[config.mk]
export PLATFORM = sky130hd
export DESIGN_NAME = alarm_commit_ctrl
export DESIGN_NICKNAME = d
export VERILOG_FILES = /design/src/rtl/alarm_commit_pkg.sv /design/src/rtl/acm_strobe_decode.sv /design/src/rtl/acm_addr_track.sv /design/src/rtl/acm_mask_accum.sv /design/src/rtl/alarm_commit_ctrl.sv
export SDC_FILE = /design/constraint.sdc
export NUM_CORES = 1
export LEC_CHECK = 0
export ABC_AREA = 1
export CORE_AREA = 5 5 80 82
export DETAILED_ROUTE_END_ITERATION = 12
export DIE_AREA = 0 0 85 87
export DONT_BUFFER_PORTS = 1
export PLACE_DENSITY = 0.48
export RECOVER_POWER = 25
export SLEW_MARGIN = 20
export SYNTH_ARGS = -nofsm -noshare
export SYNTH_HDL_FRONTEND = slang
export SYNTH_SLANG_ARGS = --single-unit
[constraint.sdc]
create_clock -name clk -period 1.2 [get_ports clk]
set_input_delay 0.12 -clock clk [delete_from_list [all_inputs] [get_ports clk]]
set_output_delay 0.12 -clock clk [all_outputs]
set_load 0.03 [all_outputs]
[src/rtl/alarm_commit_pkg.sv]
package alarm_commit_pkg;

    localparam int PAGE_BYTES_D  = 16;
    localparam int ALARM_BYTES_D = 8;
    localparam int COMMIT_SPAN_D = 5;
    localparam int DATA_W_D      = 8;

    // Decoded strobe of one cycle, after priority resolution
    typedef enum logic [1:0] {
        EV_NONE  = 2'd0,
        EV_START = 2'd1,
        EV_BYTE  = 2'd2,
        EV_STOP  = 2'd3
    } strobe_ev_e;

    // Transaction status flags
    typedef struct packed {
        logic open;
        logic wrote;
    } txn_flags_t;

    // True when a transaction ending at addr may request a commit
    function automatic logic commit_ok(int addr, int alarm_bytes, int span);
        return (addr % alarm_bytes) < span;
    endfunction

    // Next address inside a page of page_bytes entries
    function automatic int page_next(int addr, int page_bytes);
        return (addr == page_bytes - 1) ? 0 : addr + 1;
    endfunction

endpackage

[src/rtl/acm_strobe_decode.sv]
module acm_strobe_decode
    import alarm_commit_pkg::*;
(
    input  logic       start_valid,
    input  logic       byte_valid,
    input  logic       stop_valid,
    output strobe_ev_e ev
);

    always_comb begin
        if (start_valid) begin
            ev = EV_START;
        end else if (byte_valid) begin
            ev = EV_BYTE;
        end else if (stop_valid) begin
            ev = EV_STOP;
        end else begin
            ev = EV_NONE;
        end
    end

endmodule

[src/rtl/acm_addr_track.sv]
module acm_addr_track
    import alarm_commit_pkg::*;
#(
    parameter int PAGE_BYTES = PAGE_BYTES_D,
    parameter int ADDR_W     = $clog2(PAGE_BYTES)
) (
    input  logic              clk,
    input  logic              rst,
    input  strobe_ev_e        ev,
    input  logic [ADDR_W-1:0] start_addr,
    output logic [ADDR_W-1:0] cur_addr,
    output logic [ADDR_W-1:0] last_addr,
    output txn_flags_t        flags
);

    logic [ADDR_W-1:0] next_addr;

    always_comb begin
        next_addr = ADDR_W'(page_next(int'(cur_addr), PAGE_BYTES));
    end

    always_ff @(posedge clk) begin
        if (rst) begin
            cur_addr  <= '0;
            last_addr <= '0;
            flags     <= '0;
        end else begin
            case (ev)
                EV_START: begin
                    cur_addr    <= start_addr;
                    flags.open  <= 1'b1;
                    flags.wrote <= 1'b0;
                end
                EV_BYTE: begin
                    if (flags.open) begin
                        last_addr   <= cur_addr;
                        cur_addr    <= next_addr;
                        flags.wrote <= 1'b1;
                    end
                end
                EV_STOP: begin
                    flags.open <= 1'b0;
                end
                default: begin
                end
            endcase
        end
    end

endmodule

[src/rtl/acm_mask_accum.sv]
module acm_mask_accum
    import alarm_commit_pkg::*;
#(
    parameter int PAGE_BYTES = PAGE_BYTES_D,
    parameter int ADDR_W     = $clog2(PAGE_BYTES)
) (
    input  logic                  clk,
    input  logic                  rst,
    input  strobe_ev_e            ev,
    input  logic                  open,
    input  logic [ADDR_W-1:0]     cur_addr,
    output logic [PAGE_BYTES-1:0] mask
);

    for (genvar i = 0; i < PAGE_BYTES; i++) begin : g_bit
        always_ff @(posedge clk) begin
            if (rst) begin
                mask[i] <= 1'b0;
            end else if (ev == EV_START) begin
                mask[i] <= 1'b0;
            end else if (ev == EV_BYTE && open && cur_addr == ADDR_W'(i)) begin
                mask[i] <= 1'b1;
            end
        end
    end

endmodule

[src/rtl/alarm_commit_ctrl.sv]
module alarm_commit_ctrl
    import alarm_commit_pkg::*;
#(
    parameter int PAGE_BYTES  = PAGE_BYTES_D,
    parameter int ALARM_BYTES = ALARM_BYTES_D,
    parameter int COMMIT_SPAN = COMMIT_SPAN_D,
    parameter int DATA_W      = DATA_W_D,
    parameter int ADDR_W      = $clog2(PAGE_BYTES)
) (
    input  logic                  clk,
    input  logic                  rst,
    input  logic                  start_valid,
    input  logic [ADDR_W-1:0]     start_addr,
    input  logic                  byte_valid,
    input  logic [DATA_W-1:0]     byte_data,
    input  logic                  stop_valid,
    output logic                  wr_en,
    output logic [ADDR_W-1:0]     wr_addr,
    output logic [DATA_W-1:0]     wr_data,
    output logic                  commit_pulse,
    output logic [PAGE_BYTES-1:0] commit_mask
);

    strobe_ev_e            ev;
    txn_flags_t            flags;
    logic [ADDR_W-1:0]     cur_addr;
    logic [ADDR_W-1:0]     last_addr;
    logic [PAGE_BYTES-1:0] mask;
    logic                  byte_take;
    logic                  commit_now;

    acm_strobe_decode u_dec (
        .start_valid (start_valid),
        .byte_valid  (byte_valid),
        .stop_valid  (stop_valid),
        .ev          (ev)
    );

    acm_addr_track #(
        .PAGE_BYTES (PAGE_BYTES),
        .ADDR_W     (ADDR_W)
    ) u_track (
        .clk        (clk),
        .rst        (rst),
        .ev         (ev),
        .start_addr (start_addr),
        .cur_addr   (cur_addr),
        .last_addr  (last_addr),
        .flags      (flags)
    );

    acm_mask_accum #(
        .PAGE_BYTES (PAGE_BYTES),
        .ADDR_W     (ADDR_W)
    ) u_mask (
        .clk      (clk),
        .rst      (rst),
        .ev       (ev),
        .open     (flags.open),
        .cur_addr (cur_addr),
        .mask     (mask)
    );

    always_comb begin
        byte_take  = (ev == EV_BYTE) && flags.open;
        commit_now = (ev == EV_STOP) && flags.open && flags.wrote &&
                     commit_ok(int'(last_addr), ALARM_BYTES, COMMIT_SPAN);
    end

    always_ff @(posedge clk) begin
        if (rst) begin
            wr_en        <= 1'b0;
            wr_addr      <= '0;
            wr_data      <= '0;
            commit_pulse <= 1'b0;
            commit_mask  <= '0;
        end else begin
            wr_en        <= byte_take;
            commit_pulse <= commit_now;
            commit_mask  <= commit_now ? mask : '0;
            if (byte_take) begin
                wr_addr <= cur_addr;
                wr_data <= byte_data;
            end
        end
    end

endmodule

==> impl_metrics.env <==
export IMPL_setup_ws_ps=93.4
export IMPL_core_sq_um=5680
export IMPL_fin_worst_skew_ps=2.31
export IMPL_insertedDiodeCount=0
export IMPL_cp_slowest_cell="dfxtp_1"
export IMPL_numClockSinks=52
export IMPL_maxCapViolations=0
export IMPL_fin_crit_sh_pct=92.2
export IMPL_power_density_nw_per_um2=1350
export IMPL_synth_area_sq_um=1900
export IMPL_crit_cells=5
export IMPL_start_util_pct=33.5
export IMPL_place_ws_ps=17.2
export IMPL_post_cts_setup_buffers=0
export IMPL_fmax_mhz=904
export IMPL_antenna_found_initial=0
export IMPL_grt_pass1_vias=1465
export IMPL_place_hpwl_mm=2.82
export IMPL_worstHoldPathCells=4
export IMPL_outcome="finished, final reports clean"
export IMPL_drtAntennaViolNets=0
export IMPL_clkTransAtPathRegs_ps=90
export IMPL_crit_buf_inv=1
export IMPL_tritoncts="done"
export IMPL_worstPathRequired_ps=1440
export IMPL_cp_slowest_stage_delay_ps=380
export IMPL_drive_gt1_share_pct=14.2
export IMPL_place_area_sq_um=2120
export IMPL_die_width_microns=85
export IMPL_start_kind="register"
export IMPL_yosysWarningCount=0
export IMPL_critical_path_peak_fanout=14
export IMPL_cts_max_path_buffers=2
export IMPL_fin_crit_ps=1110
export IMPL_track_usage_pct=11.6
export IMPL_ir_drop_v=0.000759
export IMPL_grt_pass1_wl_mm=6.77
export IMPL_ys_types=21
export IMPL_nets=288
export IMPL_first_iter_violations=80
export IMPL_slew_headroom_pct=75.1
export IMPL_dr_pass1_iters=4
export IMPL_area_growth_pct=22.7
export IMPL_clock_latency_ps=300
export IMPL_ys_ff_latch=52
export IMPL_cts_buffers=5
export IMPL_route_vias_total=1518
export IMPL_ys_seq_area_share_pct=54.8
export IMPL_htreeDepth=2
export IMPL_hold_viol_final=0
export IMPL_die_y_microns=87
export IMPL_cp_top_family="flip-flops"
export IMPL_drc=0
export IMPL_path_class="register to register"
export IMPL_p_leak_nw=0.953
export IMPL_setup_viol_count_final=0
export IMPL_wirelength_mm=4.30
export IMPL_hold_class="input pin to register"
export IMPL_r2r_cells=5
export IMPL_fin_area_sq_um=2330
export IMPL_fill_cells=607
export IMPL_slew_violations=0
export IMPL_grt_overflow=0
export IMPL_syn_inst=237
export IMPL_vias_per_cell=4.44
export IMPL_gp_congestion=0.847
export IMPL_syn_area_per_cell_sq_um=8.01
export IMPL_die_area_sq_um=7400
export IMPL_avgRoutedWirePerCell_microns=12.6
export IMPL_worstMarginPinSlew_ps=376
export IMPL_cts_root_buf="clkbuf_8"
export IMPL_finalSetupTns_ps=0
export IMPL_cp_arrival_ps=1350
export IMPL_end_kind="register"
export IMPL_io_buffers=0
export IMPL_path_cells="nand2_4, nor2_4, clkbuf_16, nand3_1, a21oi_1"
export IMPL_ios=47
export IMPL_fp_row_count=28
export IMPL_grt_start_max_net_pins=30
export IMPL_synth_nets=258
## flip-flops by register name (all words and copies together) (netlist names)
signal,cells
commit_mask,16
commit_pulse,1
u_mask.mask,16
u_track.cur_addr,4
u_track.flags,2
wr_addr,4
wr_data,8
wr_en,1
## power breakdown
group          switching, mW  total (mW)  internal, mW
Sequential            0.0308        1.79          1.76
Clock                  0.556        1.02         0.461
Combinational          0.208       0.338         0.129
## metal layers
| layer | GRT usage (%) | vias up | wire [microns] |
|---|---|---|---|
| met5 | 0 | - | 0 |
| met4 | 3.88 | 0 | 41 |
| met3 | 4.54 | 4 | 296 |
| met2 | 19.4 | 38 | 2010 |
| met1 | 13.5 | 673 | 1960 |
| li1 | - | 803 | - |
## through the flow
| stage | power (mW) | util [%] | hold WS, ps | instances |
|---|---|---|---|---|
| after floorplan | 2.03 | - | 189 | 237 |
| after global placement | 2.14 | 37.3 | 191 | 325 |
| after detailed placement | 2.14 | 37.3 | 193 | 325 |
| after CTS | 3.18 | 40.5 | 29.2 | 341 |
| after global routing | 3.32 | 41.0 | 42.6 | 342 |
| final | 3.15 | 41.0 | 34.6 | 342 |
## cell type report
class	instances	area [sq um]	area share [%]
Tap cell	75	93.8	4.03
Clock inverter	1	8.76	0.376
Sequential cell	52	1050	45.0
Inverter	29	109	4.67
Multi-Input combinational cell	148	721	30.9
Timing Repair Buffer	31	267	11.4
Clock buffer	6	82.6	3.54
## placed cells by master, fill, tap and decap left out
cell type      instances
a21oi_1               19
buf_12                 1
buf_4                 15
clkbuf_1               5
clkbuf_16              1
clkbuf_8               6
clkinv_4               1
dfxtp_1               50
dfxtp_4                2
dlygate4sd3_1          9
ha_1                   3
ha_2                   1
inv_1                 27
inv_2                  2
nand2_1               22
nand2_2                1
nand2_4                3
nand3_1               25
nand3b_2               1
nand4_1                1
nor2_1                54
nor2_2                 3
nor2_4                 1
o21a_1                 1
o21ai_0               12
o21bai_1               1
## final timing paths
kind / endpoint / from / slack, ps
worst max register to register: u_mask.mask[2]$_SDFFE_PP0P_ / u_track.flags[1]$_SDFFE_PP0P_ / 90
worst min register to register: commit_mask[5]$_SDFF_PP0_ / u_mask.mask[5]$_SDFFE_PP0P_ / 440
worst min-delay path: u_track.cur_addr[2]$_SDFFE_PP0P_ / start_addr[2] / 30
worst max-delay path: u_mask.mask[2]$_SDFFE_PP0P_ / u_track.flags[1]$_SDFFE_PP0P_ / 90
## what timing repair did
action | 4_1_cts | 5_1_grt
resized for setup | 0 | 9
hold buffers | 9 | 0
endpoints found under the hold margin | 12 | 0
setup endpoints to repair | 0 | 11
## worst register-to-register path, stage by stage (launching register included)
cell	delay, ps
dfxtp_1	380
nand2_4	80
nor2_4	190
clkbuf_16	200
nand3_1	70
a21oi_1	120
## cells in the mapped netlist
master,instances,area (sq um)
nor2_1,56,210
dfxtp_1,52,1040
inv_1,27,101
nand3_1,25,125
nand2_1,22,82.6
a21oi_1,19,95.1
o21ai_0,12,60.1
buf_2,4,20.0
ha_1,4,50.1
inv_2,2,7.51
nand2_2,2,12.5
nand2_4,2,22.5
nor2_2,2,12.5
buf_1,1,3.75
buf_4,1,7.51
buf_6,1,11.3
clkbuf_1,1,3.75
nand3b_2,1,11.3
nand4_1,1,6.26
o21a_1,1,7.51
o21bai_1,1,7.51
## cell families (layout without fill, tap and decap cells)
group,Yosys count,in the layout,share of synthesized area (%)
and+or+nand+nor,111,111,25.4
DFF,52,52,54.8
buffers and inverters,37,67,8.17
AOI/OAI and AO/OA,33,33,8.96
adders and majority gates,4,4,2.64
No activity file was read; power rests on OpenSTA's default activity.
